$ cat src/rtl/excl_pkg.sv
`timescale 1ns/1ps
// Package excl_pkg
// Shared size encoding and helpers for the exclusive monitor.
// Assumes a two-bit size code from the instruction decoder.
package excl_pkg;
    localparam int SIZE_W = 2;

    typedef enum logic [SIZE_W-1:0] {
        XSZ_BYTE = 2'd0,
        XSZ_HALF = 2'd1,
        XSZ_WORD = 2'd2,
        XSZ_RSVD = 2'd3
    } xsize_e;

    // True when the size code names a real access width.
    function automatic logic size_is_legal(input logic [SIZE_W-1:0] code);
        return code != XSZ_RSVD;
    endfunction
endpackage

$ cat src/rtl/excl_tag_store.sv
`timescale 1ns/1ps
// Module excl_tag_store
// Holds the reservation tag with the recorded address and size code.
// Assumes kill_i already merges every clearing event. A clearing event
// outranks a load in the same cycle. Reserved-size loads are ignored.
module excl_tag_store
    import excl_pkg::*;
#(
    parameter int ADDR_W = 32
) (
    input  logic              clk,
    input  logic              rst_n,
    input  logic              ld_i,
    input  logic              kill_i,
    input  logic [ADDR_W-1:0] addr_i,
    input  logic [SIZE_W-1:0] size_i,
    output logic              tag_o,
    output logic [ADDR_W-1:0] addr_o,
    output logic [SIZE_W-1:0] size_o
);
    logic arm;
    assign arm = ld_i && !kill_i && size_is_legal(size_i);

    // Update the tag and the record: clear first, then arm on a legal load.
    always_ff @(posedge clk) begin
        if (!rst_n) begin
            tag_o  <= 1'b0;
            addr_o <= '0;
            size_o <= '0;
        end else if (kill_i) begin
            tag_o  <= 1'b0;
        end else if (arm) begin
            tag_o  <= 1'b1;
            addr_o <= addr_i;
            size_o <= size_i;
        end
    end

    AST_KILL_CLEARS_TAG: assert property (@(posedge clk) disable iff (!rst_n)
        kill_i |=> !tag_o);
    AST_LOAD_ARMS_TAG: assert property (@(posedge clk) disable iff (!rst_n)
        (ld_i && !kill_i && size_i != 2'd3) |=> (tag_o && addr_o == $past(addr_i) && size_o == $past(size_i)));
    AST_RSVD_LOAD_IGNORED: assert property (@(posedge clk) disable iff (!rst_n)
        (ld_i && !kill_i && size_i == 2'd3) |=> ($stable(tag_o) && $stable(addr_o) && $stable(size_o)));
endmodule

$ cat src/rtl/excl_match.sv
`timescale 1ns/1ps
// Module excl_match
// Decides whether a store-exclusive may write. Purely combinational.
// Assumes the record comes from excl_tag_store in the same cycle.
module excl_match
    import excl_pkg::*;
#(
    parameter int ADDR_W = 32
) (
    input  logic              tag_i,
    input  logic [ADDR_W-1:0] rec_addr_i,
    input  logic [SIZE_W-1:0] rec_size_i,
    input  logic [ADDR_W-1:0] addr_i,
    input  logic [SIZE_W-1:0] size_i,
    input  logic              abort_i,
    output logic              pass_o
);
    // Pass needs an armed tag, equal address and size, and no abort.
    always_comb begin
        pass_o = tag_i && !abort_i && (rec_addr_i == addr_i)
                 && (rec_size_i == size_i) && size_is_legal(size_i);
    end
endmodule

$ cat src/rtl/excl_resp.sv
`timescale 1ns/1ps
// Module excl_resp
// Registers the store-exclusive result. Status and write enable appear
// one cycle after the strobe and are zero when no result is valid.
module excl_resp (
    input  logic clk,
    input  logic rst_n,
    input  logic st_i,
    input  logic pass_i,
    output logic valid_o,
    output logic fail_o,
    output logic we_o
);
    // Capture the result of this cycle's store-exclusive, if any.
    always_ff @(posedge clk) begin
        if (!rst_n) begin
            valid_o <= 1'b0;
            fail_o  <= 1'b0;
            we_o    <= 1'b0;
        end else begin
            valid_o <= st_i;
            fail_o  <= st_i && !pass_i;
            we_o    <= st_i && pass_i;
        end
    end

    AST_RESULT_AFTER_STROBE: assert property (@(posedge clk) disable iff (!rst_n)
        st_i |=> valid_o);
    AST_NO_RESULT_IDLE: assert property (@(posedge clk) disable iff (!rst_n)
        !st_i |=> (!valid_o && !fail_o && !we_o));
    AST_WE_XOR_FAIL: assert property (@(posedge clk) disable iff (!rst_n)
        valid_o |-> (we_o != fail_o));
endmodule

$ cat src/rtl/excl_monitor.sv
`timescale 1ns/1ps
// Module excl_monitor
// Local exclusive access monitor for one processor. It combines the
// clearing events and judges store-exclusives against the reservation.
// Assumes strobes are decoded and each lasts one cycle per access.
module excl_monitor
    import excl_pkg::*;
#(
    parameter int ADDR_W = 32
) (
    input  logic              clk,
    input  logic              rst_n,
    input  logic              ld_excl_i,
    input  logic              st_excl_i,
    input  logic              clr_excl_i,
    input  logic              exc_entry_i,
    input  logic [ADDR_W-1:0] addr_i,
    input  logic [1:0]        size_i,
    output logic              st_valid_o,
    output logic              st_fail_o,
    output logic              mem_we_o
);
    logic              kill;
    logic              abort;
    logic              tag;
    logic              pass;
    logic [ADDR_W-1:0] rec_addr;
    logic [SIZE_W-1:0] rec_size;

    // Every store, clear or exception drops the tag. Clear and exception also abort a store.
    assign kill  = st_excl_i || clr_excl_i || exc_entry_i;
    assign abort = clr_excl_i || exc_entry_i;

    excl_tag_store #(.ADDR_W(ADDR_W)) u_tag (
        .clk    (clk),
        .rst_n  (rst_n),
        .ld_i   (ld_excl_i),
        .kill_i (kill),
        .addr_i (addr_i),
        .size_i (size_i),
        .tag_o  (tag),
        .addr_o (rec_addr),
        .size_o (rec_size)
    );

    excl_match #(.ADDR_W(ADDR_W)) u_match (
        .tag_i      (tag),
        .rec_addr_i (rec_addr),
        .rec_size_i (rec_size),
        .addr_i     (addr_i),
        .size_i     (size_i),
        .abort_i    (abort),
        .pass_o     (pass)
    );

    excl_resp u_resp (
        .clk     (clk),
        .rst_n   (rst_n),
        .st_i    (st_excl_i),
        .pass_i  (pass),
        .valid_o (st_valid_o),
        .fail_o  (st_fail_o),
        .we_o    (mem_we_o)
    );

    AST_NO_TAG_NO_WRITE: assert property (@(posedge clk) disable iff (!rst_n)
        (st_excl_i && !tag) |=> (st_fail_o && !mem_we_o));
    AST_MISMATCH_FAILS: assert property (@(posedge clk) disable iff (!rst_n)
        (st_excl_i && (addr_i != rec_addr || size_i != rec_size)) |=> !mem_we_o);
    AST_EXC_BLOCKS_WRITE: assert property (@(posedge clk) disable iff (!rst_n)
        (st_excl_i && exc_entry_i) |=> st_fail_o);
    AST_CLR_BLOCKS_WRITE: assert property (@(posedge clk) disable iff (!rst_n)
        (st_excl_i && clr_excl_i) |=> st_fail_o);
endmodule

$ cat config.mk
export PLATFORM = sky130hd
export DESIGN_NAME = excl_monitor
export DESIGN_NICKNAME = d
export VERILOG_FILES = /design/src/rtl/excl_pkg.sv /design/src/rtl/excl_tag_store.sv /design/src/rtl/excl_match.sv /design/src/rtl/excl_resp.sv /design/src/rtl/excl_monitor.sv
export SDC_FILE = /design/constraint.sdc
export NUM_CORES = 1
export LEC_CHECK = 0
export ABC_AREA = 1
export BUFFER_PORTS_ARGS = -buffer_cell sky130_fd_sc_hd__buf_4
export CAP_MARGIN = 20
export CORE_MARGIN = 2
export CORE_UTILIZATION = 45
export DETAILED_ROUTE_END_ITERATION = 8
export PLACE_DENSITY = 0.72
export SLEW_MARGIN = 20
export SYNTH_ARGS = -nofsm -noshare
export SYNTH_HDL_FRONTEND = slang
export SYNTH_HIERARCHICAL = 1
export SYNTH_SLANG_ARGS = --single-unit
$ cat constraint.sdc
create_clock -name clk -period 3.4 [get_ports clk]
set_clock_uncertainty 0.2 [all_clocks]
set_input_delay 0.51 -clock clk [delete_from_list [all_inputs] [get_ports clk]]
set_output_delay 0.51 -clock clk [all_outputs]
set_load 0.02 [all_outputs]
==> results of run 1 <==
-- final cells by class --
type	instances	area, um2	area share [%]
repair buffers	44	330.3	12.35
clock inverters	1	5.005	0.1872
inverters	79	296.5	11.09
well taps	67	83.83	3.135
clock buffers	7	86.33	3.229
multi-input cells	254	1111	41.55
flip-flops and latches	38	760.7	28.45
-- worst max-delay path by stage --
stage	startpoint	to	slack [ns]
floorplan	clr_excl_i	u_tag/addr_o[0]$_SDFFE_PN0P_	1.89
global placement	clr_excl_i	u_tag/addr_o[9]$_SDFFE_PN0P_	1.37
detailed placement	clr_excl_i	u_tag/addr_o[15]$_SDFFE_PN0P_	1.31
CTS	clr_excl_i	u_tag/addr_o[15]$_SDFFE_PN0P_	1.62
global route	clr_excl_i	u_tag/addr_o[17]$_SDFFE_PN0P_	1.45
finish	clr_excl_i	u_tag/addr_o[15]$_SDFFE_PN0P_	1.60
-- stage by stage --
stage,cells,setup slack [ns],hold slack [ns],power (mW)
detailed placement,482,1.307,0.2716,0.6336
CTS,490,1.623,0.2419,0.9532
global placement,482,1.369,0.2542,0.6310
finish,490,1.598,0.2487,0.9429
global route,490,1.453,0.2747,1.000
floorplan,389,1.886,0.2367,0.5747
-- worst reg2reg max path: cells and delay by family (launching register included) --
kind	cells	cell delay (ns)
AND/OR/NAND/NOR	8	0.76
buffers and inverters	2	0.10
flip-flops	1	0.36
-- cell usage in the layout, fill, tap and decap left out --
| cell | count |
|---|---|
| nand2_1 | 101 |
| inv_1 | 76 |
| nor2_1 | 59 |
| buf_4 | 44 |
| dfxtp_1 | 38 |
| a21oi_1 | 35 |
| nand3_1 | 34 |
| clkbuf_8 | 6 |
| o21ai_1 | 6 |
| xnor2_1 | 5 |
| o21ai_0 | 5 |
| inv_2 | 3 |
| xor2_1 | 3 |
| nor2_2 | 2 |
| nor3_1 | 2 |
| clkinv_2 | 1 |
| clkbuf_1 | 1 |
| nor2_4 | 1 |
| nand2_2 | 1 |
-- kinds of logic after synthesis --
logic type	count (synthesis)	share of synthesized area, %
XOR/XNOR	8	3.062
AO/OA/AOI/OAI	46	10.06
buffers and inverters	97	18.32
flip-flops	38	33.24
AND/OR/NAND/NOR	200	35.32
-- per-layer routing --
| layer | share of wire, % | vias up | track usage [%] | wire length (um) |
|---|---|---|---|---|
| met5 | 0 | - | 0 | 0 |
| met4 | 1.7 | 0 | 7.212 | 82 |
| met3 | 3.6 | 7 | 3.968 | 176 |
| met2 | 43 | 34 | 28.79 | 2120 |
| met1 | 51 | 929 | 25.68 | 2524 |
| li1 | - | 1220 | - | - |
-- sequential cells by signal, summed over array words and instances (netlist names) --
name	cells
u_resp/fail_o	1
u_resp/valid_o	1
u_resp/we_o	1
u_tag/addr_o	32
u_tag/size_o	2
u_tag/tag_o	1
-- synthesized netlist by cell type --
cell type / number
nor2_2: 2
nor3_1: 2
nand2_1: 102
buf_6: 6
buf_2: 5
nor2_1: 59
nor2_4: 1
clkbuf_1: 6
buf_4: 1
xnor2_1: 5
a21oi_1: 35
o21ai_0: 5
xor2_1: 3
nand3_1: 34
inv_1: 76
o21ai_1: 6
dfxtp_1: 38
inv_2: 3
-- power breakdown --
group          switching (mW)  leakage (nW)  internal [mW]
clock network           0.157        0.0482          0.164
logic                  0.0872          1.03         0.0690
registers             0.00835         0.309          0.458
==> run_results.csv, run 1 <==
group,metric,value,unit
worst_setup_path,crit_type,"input port to flop",
yosys,synth_top_area_share,33.24,%
grt,overflow,0,
yosys,syn-num-nets,429,
timing,finalCritPeriodShare,52.99,%
worst_setup_path,path_buf_inv,2,
worst_setup_path,crit_family,"buffers and inverters",
worst_setup_path,reg2reg_from,"u_tag/addr_o[25]$_SDFFE_PN0P_",
worst_setup_path,critPathMaxFanout,67,
timing,hold_viol_final,0,
clock_tree,clockBufferDepth,2,
pwr,p_leak,1.391,nW
cells_and_area,nets,462,
pwr,power.density,352.6,mW/mm2
min_path,whs_endpoint,"u_resp/valid_o$_SDFF_PN0_",
timing,maxSlewViolCount,0,
grt,track_usage,18.67,%
routing,dr.pass1.iters,4,
yosys,synth-seq-area-share,33.24,%
clock_tree,htree_num_levels,2,
clock_tree,postCtsHoldBufs,0,
min_path,hp-start,"st_excl_i",
timing,slew_headroom,56.09,%
clock_tree,cts_made_buffers,5,
worst_setup_path,crit_chain,"buf_4 -> nor2_2 -> nand2_1 -> nor2_4 -> buf_4 -> nand3_1 -> nand2_1 -> nor2_1",
yosys,synth.distinct_cells,18,
min_path,min_path_cells,3,
grt,grt_pass1_wl,8135,um
routing,viasPerCell,4.469,
timing,finalSetupTns,0,ns
worst_setup_path,worst-r2r-setup-slack,1.91,ns
routing,drcViolationCount,0,
die,num_rows,25,
cells_and_area,final_util,55.51,%
yosys,yosys-top-cells-area,"dfxtp_1 33%, nand2_1 17%, inv_1 12%",
yosys,ys.warnings.count,6,
worst_setup_path,arrival,1.79,ns
routing,drt_iter0_drc,151,
timing,tightest_slew,0.6587,ns
die,die_area,0.005672,mm2
clock_tree,cts_setup_buffers,0,
cells_and_area,stdcell_area,0.002674,mm2
routing,wl_per_cell,10.01,um
worst_setup_path,cp.depth,8,
yosys,synth_largest_area_cell,"dfxtp_1",
grt,grt_pass1_vias,1829,
yosys,ys_ff_latch,38,
min_path,hp-class,"input port to flop",
die,ios,43,
die,dieWidth,75.31,um
worst_setup_path,cp_slowest_stage_delay,0.52,ns
cells_and_area,drive_above_1_share,13.71,%
timing,fmax,0.5551,GHz
placement,globalplace.congestion,0.8237,
cells_and_area,fillers,532,
clock_tree,worstSkewPairLatency,0.29,ns
die,fp.dieH,75.31,um
worst_setup_path,reg2reg_depth,10,
die,initial_utilization,47.51,%
yosys,synth_area_per_cell,5.883,um2
clock_tree,clkSinkCount,38,
timing,setup_viol,0,
worst_setup_path,worstReg2RegEnd,"u_resp/we_o$_SDFF_PN0_",
timing,min_period,1.802,ns
clock_tree,cts_tree,"done",
cells_and_area,antennaDiodeCount,0,
placement,placed_cell_area,0.002582,mm2
clock_tree,path_clk_slew,0.07,ns
worst_setup_path,setup.worst_path.start_class,"input port",
worst_setup_path,cpMaxStageDelayCell,"buf_4",
grt,grt_max_degree,68,
die,core_area,0.004817,mm2
yosys,synth_cells,389,
run,drv_cap,0,
placement,dp_hpwl,3420,um
cells_and_area,syn_to_final_growth,16.84,%
yosys,synth_area,0.002288,mm2
worst_setup_path,cp-end-kind,"flop",
placement,io_buffers,42,
clock_tree,root_buffer,"clkbuf_8",
routing,vias,2190,
grt,grt_antenna_before_repair,0,
routing,detail-route-antenna-nets,0,
clock_tree,postCtsResizedCells,0,
pwr,ir_drop,0.1868,mV
worst_setup_path,crit_required,3.39,ns
timing,rsz0062_at_grt,"no",
routing,wl,4903,um
run_status,status,"completed",
Note: power is estimated with default switching activity, not from simulation.
==> inputs of run 2 (changes only) <==
--- a/config.mk
+++ b/config.mk
@@ -5,13 +5,13 @@
 export SDC_FILE = /design/constraint.sdc
 export NUM_CORES = 1
 export LEC_CHECK = 0
-export ABC_AREA = 1
+export ABC_AREA = 0
 export BUFFER_PORTS_ARGS = -buffer_cell sky130_fd_sc_hd__buf_4
 export CAP_MARGIN = 20
 export CORE_MARGIN = 2
 export CORE_UTILIZATION = 45
 export DETAILED_ROUTE_END_ITERATION = 8
-export PLACE_DENSITY = 0.72
+export PLACE_DENSITY = 0.73
 export SLEW_MARGIN = 20
 export SYNTH_ARGS = -nofsm -noshare
 export SYNTH_HDL_FRONTEND = slang
==> constraint.sdc (replaced) <==
create_clock -name clk -period 1.7 [get_ports clk]
set_clock_uncertainty 0.2 [all_clocks]
set_input_delay 0.255 -clock clk [delete_from_list [all_inputs] [get_ports clk]]
set_output_delay 0.255 -clock clk [all_outputs]
set_load 0.02 [all_outputs]
==> run_results.csv, run 2 <==
group,metric,value,unit
pwr,internal_power,1.358,mW
cells_and_area,antennaDiodeCount,0,
grt,grt_pass1_vias,1369,
routing,wl_met3,203,um
placement,dp_hpwl,2427,um
placement,globalplace.congestion,0.6655,
cells_and_area,layout_common_cells,"64 x nand2_1, 45 x buf_4, 38 x dfxtp_1, 32 x mux2i_1, 30 x xor2_1",
worst_setup_path,critPathMaxFanout,2,
routing,top_layer,"met4",
pwr,sw_frac_of_total,24.46,%
yosys,yosysMostFrequentCell,"nand2_1",
pwr,p_comb_share,13.0,%
run_status,status,"completed",
yosys,async_reset_ff_share,0,%
worst_setup_path,worst-r2r-setup-slack,0.07,ns
yosys,synth_top_area_share,40.29,%
run,drv_cap,0,
timing,setup_viol,0,
yosys,synth_largest_area_cell,"dfxtp_1",
yosys,ys_ff_latch,38,
timing,hold_viol_final,0,
clock_tree,cts_made_buffers,5,
routing,wl_per_cell,11.49,um
yosys,synth.distinct_cells,26,
grt,track_usage,16.22,%
timing,slew_headroom,80.44,%
clock_tree,htree_num_levels,2,
clock_tree,clkSinkCount,38,
yosys,synth_cells,205,
cells_and_area,final_common_cell,"nand2_1",
pwr,clkPwrFrac,36.0,%
timing,maxSlewViolCount,0,
timing,rsz0062_at_grt,"no",
timing,finalCritPeriodShare,95.88,%
yosys,ys.flop_type,"dfxtp_1",
pwr,p_leak,1.009,nW
yosys,synth-seq-area-share,40.29,%
cells_and_area,fillers,364,
pwr,power_frac_seq,51.0,%
clock_tree,root_buffer,"clkbuf_8",
yosys,synth_area_per_cell,9.210,um2
grt,grt_antenna_before_repair,0,
yosys,syn-num-nets,245,
pwr,power,1.798,mW
yosys,synth_common_cells,"64 x nand2_1, 38 x dfxtp_1, 32 x mux2i_1",
die,dieWidth,68.78,um
timing,tightest_slew,0.2907,ns
routing,vias,1447,
routing,detail-route-antenna-nets,0,
die,num_rows,23,
clock_tree,postCtsHoldBufs,0,
placement,io_buffers,42,
cells_and_area,top_regs,"u_tag/addr_o (32), u_tag/size_o (2)",
yosys,yosys-top-cells-area,"dfxtp_1 40%, mux2i_1 17%, xor2_1 14%",
cells_and_area,largest_register_ffs,32,
worst_setup_path,setup.worst_path.start_class,"flop",
die,die_area,0.004730,mm2
die,ios,43,
timing,fmax,0.6135,GHz
routing,met1_length,1637,um
clock_tree,cts_setup_buffers,0,
cells_and_area,nets,289,
routing,wl,3447,um
timing,holdWs,0.02281,ns
clock_tree,worstSkewPairLatency,0.29,ns
routing,met2_length,1527,um
routing,dr.pass1.iters,4,
yosys,synth_area,0.001888,mm2
worst_setup_path,arrival,1.62,ns
clock_tree,clockBufferDepth,2,
timing,min_period,1.630,ns
cells_and_area,drive_above_1_share,25.20,%
pwr,power.density,757.7,mW/mm2
worst_setup_path,crit_type,"flop to flop",
cells_and_area,regMostFlops,"u_tag/addr_o",
yosys,synth_edf_count,0,
die,initial_utilization,46.86,%
worst_setup_path,cp-end-kind,"flop",
routing,viasPerCell,4.823,
clock_tree,path_clk_slew,0.07,ns
cells_and_area,final_util,58.91,%
grt,grt_pass1_wl,5623,um
routing,drcViolationCount,0,
routing,drt_iter0_drc,64,
min_path,hp-class,"input port to flop",
die,fp.dieH,68.78,um
worst_setup_path,crit_required,1.69,ns
yosys,ys.warnings.count,6,
cells_and_area,syn_to_final_growth,25.71,%
grt,overflow,0,
die,core_area,0.004029,mm2
pwr,ir_drop,0.4266,mV
clock_tree,cts_tree,"done",
grt,grt_max_degree,42,
pwr,switchingPower,439.9,uW
==> run 2: changes by cell type in the layout (fill, tap and decap cells not counted), sizes merged, moves of 7 or more <==
cell,before,now
o21ai,11,0
a21oi,35,2
inv,79,1
nand2,102,64
nand3,34,0
nor4,0,7
xor2,3,30
mux2i,0,32
nor2,62,2
==> run 2: worst max-delay path: stages (launching register included) <==
cell and delay (ns):
dfxtp_1 0.32, xor2_1 0.15, nor4_2 0.32, nand4_1 0.16, nor3_2 0.18, and3b_1 0.19
==> run 2: per-layer routing <==
layer | global-route usage, % | up-vias
met3 | 4.058 | 7
met1 | 19.64 | 643
met2 | 25.96 | 32
met4 | 9.559 | 0
met5 | 0 | -
li1 | - | 765
==> run 2: power groups by stage <==
stage	logic [mW]	clock network, mW	registers (mW)
after floorplan	0.110	0	0.939
after detailed placement	0.231	0	0.938
after global routing	0.259	0.692	0.919
after CTS	0.232	0.669	0.917
final	0.234	0.647	0.917
after global placement	0.229	0	0.937
==> run 2: final timing paths <==
path | from | to | cells after the start
worst min register to register | u_tag/addr_o[3]$_SDFFE_PN0P_ | u_tag/addr_o[3]$_SDFFE_PN0P_ | 2
worst max-delay path | u_tag/addr_o[26]$_SDFFE_PN0P_ | u_resp/fail_o$_SDFF_PN0_ | 5
worst min-delay path | addr_i[2] | u_tag/addr_o[2]$_SDFFE_PN0P_ | 3
worst max register to register | u_tag/addr_o[26]$_SDFFE_PN0P_ | u_resp/fail_o$_SDFF_PN0_ | 5
==> run 2: logic make-up (layout without fill, tap and decap cells) <==
family | count (synthesis) | count (layout) | share of synthesized area, %
buf+inv | 11 | 56 | 3.644
flops | 38 | 38 | 40.29
xor+xnor | 33 | 33 | 15.31
compound gates | 5 | 5 | 2.849
simple gates | 86 | 86 | 20.94
mux | 32 | 32 | 16.97
==> run 2: area by class of cell <==
cell class                      instances  area, um2  area share [%]
Inverter                                1      3.754          0.1581
Clock inverter                          1      5.005          0.2109
Timing Repair Buffer                   47      377.9           15.92
Multi-Input combinational cell        156       1077           45.39
Sequential cell                        38      760.7           32.05
Clock buffer                            7      86.33           3.637
Tap cell                               50      62.56           2.636
==> run 2: repair_timing <==
| item | 4_1_cts | 5_1_grt |
|---|---|---|
| endpoints found under the setup margin | 0 | 2 |
| endpoints found under the hold margin | 0 | 0 |
| gates resized for setup | 0 | 3 |
==> run 2: stage by stage <==
step	TNS (ns)	instances	instance area [um2]	worst slack, ns
6_report	0	300	2374	0.07008
5_1_grt	0	300	2374	0.0007179
4_1_cts	0	300	2355	0.008722
3_5_place_dp	-3.282	292	2263	-0.1206
3_3_place_gp	-2.519	292	2263	-0.09695
2_1_floorplan	0	205	1888	0.05955
==> inputs of run 3 (changes only) <==
--- a/config.mk
+++ b/config.mk
@@ -5,13 +5,13 @@
 export SDC_FILE = /design/constraint.sdc
 export NUM_CORES = 1
 export LEC_CHECK = 0
-export ABC_AREA = 0
+export ABC_AREA = 1
 export BUFFER_PORTS_ARGS = -buffer_cell sky130_fd_sc_hd__buf_4
 export CAP_MARGIN = 20
 export CORE_MARGIN = 2
 export CORE_UTILIZATION = 45
 export DETAILED_ROUTE_END_ITERATION = 8
-export PLACE_DENSITY = 0.73
+export PLACE_DENSITY = 0.72
 export SLEW_MARGIN = 20
 export SYNTH_ARGS = -nofsm -noshare
 export SYNTH_HDL_FRONTEND = slang
==> run_results.csv, run 3 (same netlist as run 1, synthesis figures left out) <==
group,metric,value,unit
run_status,status,"completed",
pwr,power_frac_seq,50.9,%
die,core_area,0.004817,mm2
routing,vias,2228,
worst_setup_path,reg2reg_from,"u_tag/addr_o[13]$_SDFFE_PN0P_",
cells_and_area,regMostFlops,"u_tag/addr_o",
worst_setup_path,crit_chain,"inv_1 -> nand2_1 -> nand2_1 -> nor2_1 -> nand2_1 -> nor2_1 -> nand3_1 -> nor2_1 -> inv_1 -> nor2_1",
timing,rsz0062_at_grt,"no",
routing,detail-route-antenna-nets,0,
cells_and_area,syn_to_final_growth,18.04,%
routing,drt_iter0_drc,150,
cells_and_area,antennaDiodeCount,0,
clock_tree,postCtsResizedCells,0,
timing,tightest_slew,0.3994,ns
worst_setup_path,critPathMaxFanout,3,
worst_setup_path,setup.worst_path.start_class,"flop",
clock_tree,cts_made_buffers,5,
placement,globalplace.congestion,0.7744,
pwr,sw_frac_of_total,26.69,%
pwr,internal_power,1.344,mW
pwr,power.density,678.9,mW/mm2
grt,grt_pass1_wl,8514,um
clock_tree,clkSinkCount,38,
die,initial_utilization,47.51,%
die,fp.dieH,75.31,um
clock_tree,path_clk_slew,0.07,ns
die,num_rows,25,
min_path,hp-class,"input port to flop",
worst_setup_path,arrival,1.51,ns
cells_and_area,final_util,56.08,%
grt,overflow,0,
run,drv_cap,0,
pwr,clkPwrFrac,31.5,%
worst_setup_path,cp_common_cell,"nor2_1",
worst_setup_path,crit_required,1.72,ns
cells_and_area,layout_common_cells,"101 x nand2_1, 76 x inv_1, 59 x nor2_1, 43 x buf_4, 38 x dfxtp_1",
routing,dr.pass1.iters,4,
timing,min_period,1.485,ns
worst_setup_path,crit_type,"flop to flop",
timing,finalSetupTns,0,ns
worst_setup_path,crit_family,"simple AND/OR/NAND/NOR gates",
die,ios,43,
pwr,p_leak,1.399,nW
timing,setup_viol,0,
cells_and_area,nets,464,
grt,grt_antenna_before_repair,0,
timing,hold_viol_final,0,
die,die_area,0.005672,mm2
placement,dp_hpwl,3511,um
clock_tree,worstSkewPairLatency,0.29,ns
routing,viasPerCell,4.538,
clock_tree,cts_tree,"done",
cells_and_area,largest_register_ffs,32,
grt,grt_max_degree,68,
clock_tree,htree_num_levels,2,
pwr,p_comb_share,17.6,%
worst_setup_path,cp_slowest_stage_delay,0.36,ns
timing,fmax,0.6733,GHz
clock_tree,root_buffer,"clkbuf_8",
cells_and_area,drive_above_1_share,13.44,%
placement,place_ws,0.1749,ns
clock_tree,clockBufferDepth,2,
die,dieWidth,75.31,um
cells_and_area,final_common_cell,"nand2_1",
clock_tree,cts_setup_buffers,0,
worst_setup_path,cp-end-kind,"flop",
worst_setup_path,path_buf_inv,2,
grt,grt_pass1_vias,1987,
pwr,ir_drop,0.5009,mV
cells_and_area,top_regs,"u_tag/addr_o (32), u_tag/size_o (2)",
routing,wl,5048,um
placement,io_buffers,42,
routing,drcViolationCount,0,
worst_setup_path,cpMaxStageDelayCell,"dfxtp_1",
worst_setup_path,crit_start,"u_tag/addr_o[13]$_SDFFE_PN0P_",
timing,slew_headroom,73.38,%
worst_setup_path,worst-r2r-setup-slack,0.21,ns
timing,fin_ws,0.2148,ns
timing,maxSlewViolCount,0,
min_path,hp-start,"size_i[0]",
grt,track_usage,19.65,%
timing,finalCritPeriodShare,87.37,%
pwr,switchingPower,489.5,uW
routing,wl_per_cell,10.28,um
[run 3: cell types whose count changed in the layout (fill, tap and decap cells not counted), sizes merged, moves of 3 or more]
cell	delta
a21oi	+33
inv	+78
mux2i	-32
nand2	+38
nand3	+34
nand4	-3
nor2	+60
nor4	-7
o21ai	+11
xor2	-27
[run 3: cell type report]
class,count,area [um2]
multi-input cells,254,1111
flip-flops and latches,38,760.7
inverters,79,296.5
well taps,67,83.83
fillers,530,2116
repair buffers,46,372.9
clock buffers,7,76.32
[run 3: per-stage QoR]
| stage | instance area [um2] | hold slack [ns] | power, mW | instances |
|---|---|---|---|---|
| after floorplan | 2288 | 0.1842 | 1.149 | 389 |
| after global placement | 2615 | 0.2540 | 1.271 | 483 |
| after detailed placement | 2615 | 0.2692 | 1.277 | 483 |
| after CTS | 2701 | 0.08176 | 1.850 | 491 |
| after global routing | 2701 | 0.1064 | 1.934 | 491 |
| final | 2701 | 0.08642 | 1.834 | 491 |
[run 3: timing repair]
action                                  4_1_cts  5_1_grt
hold buffers                                  1        0
endpoints found under the setup margin        0        0
hold endpoints to repair                      1        0
[run 3: path summary, 6_finish.rpt]
kind,end,cells after the start
max,u_resp/we_o$_SDFF_PN0_,10
min,u_tag/size_o[0]$_SDFFE_PN0P_,3
max reg2reg,u_resp/we_o$_SDFF_PN0_,10
min reg2reg,u_tag/tag_o$_SDFFE_PP0P_,2
[run 3: layer usage]
layer / routed length [um] / up-vias / part of all wire, % / global-route usage, %
met1: 2436 / 950 / 48 / 26.48
met4: 63 / 0 / 1.2 / 6.433
met3: 222 / 7 / 4.4 / 3.704
met2: 2326 / 44 / 46 / 31.88
met5: 0 / - / 0 / 0
li1: - / 1227 / - / -
[run 3: worst reg2reg max path, stage by stage, from the launching register on]
cell     delay [ns]
dfxtp_1        0.36
inv_1          0.05
nand2_1        0.06
nand2_1        0.06
nor2_1         0.13
nand2_1        0.07
nor2_1         0.11
nand3_1        0.11
nor2_1         0.13
inv_1          0.05
nor2_1         0.09
[run 3: power by group through the flow]
stage          clock network [mW]  registers [mW]  logic, mW
3_3_place_gp                    0           0.953      0.318
3_5_place_dp                    0           0.954      0.323
4_1_cts                     0.591           0.934      0.326
2_1_floorplan                   0           0.954      0.196
6_report                    0.577           0.934      0.323
5_1_grt                     0.626           0.937      0.372
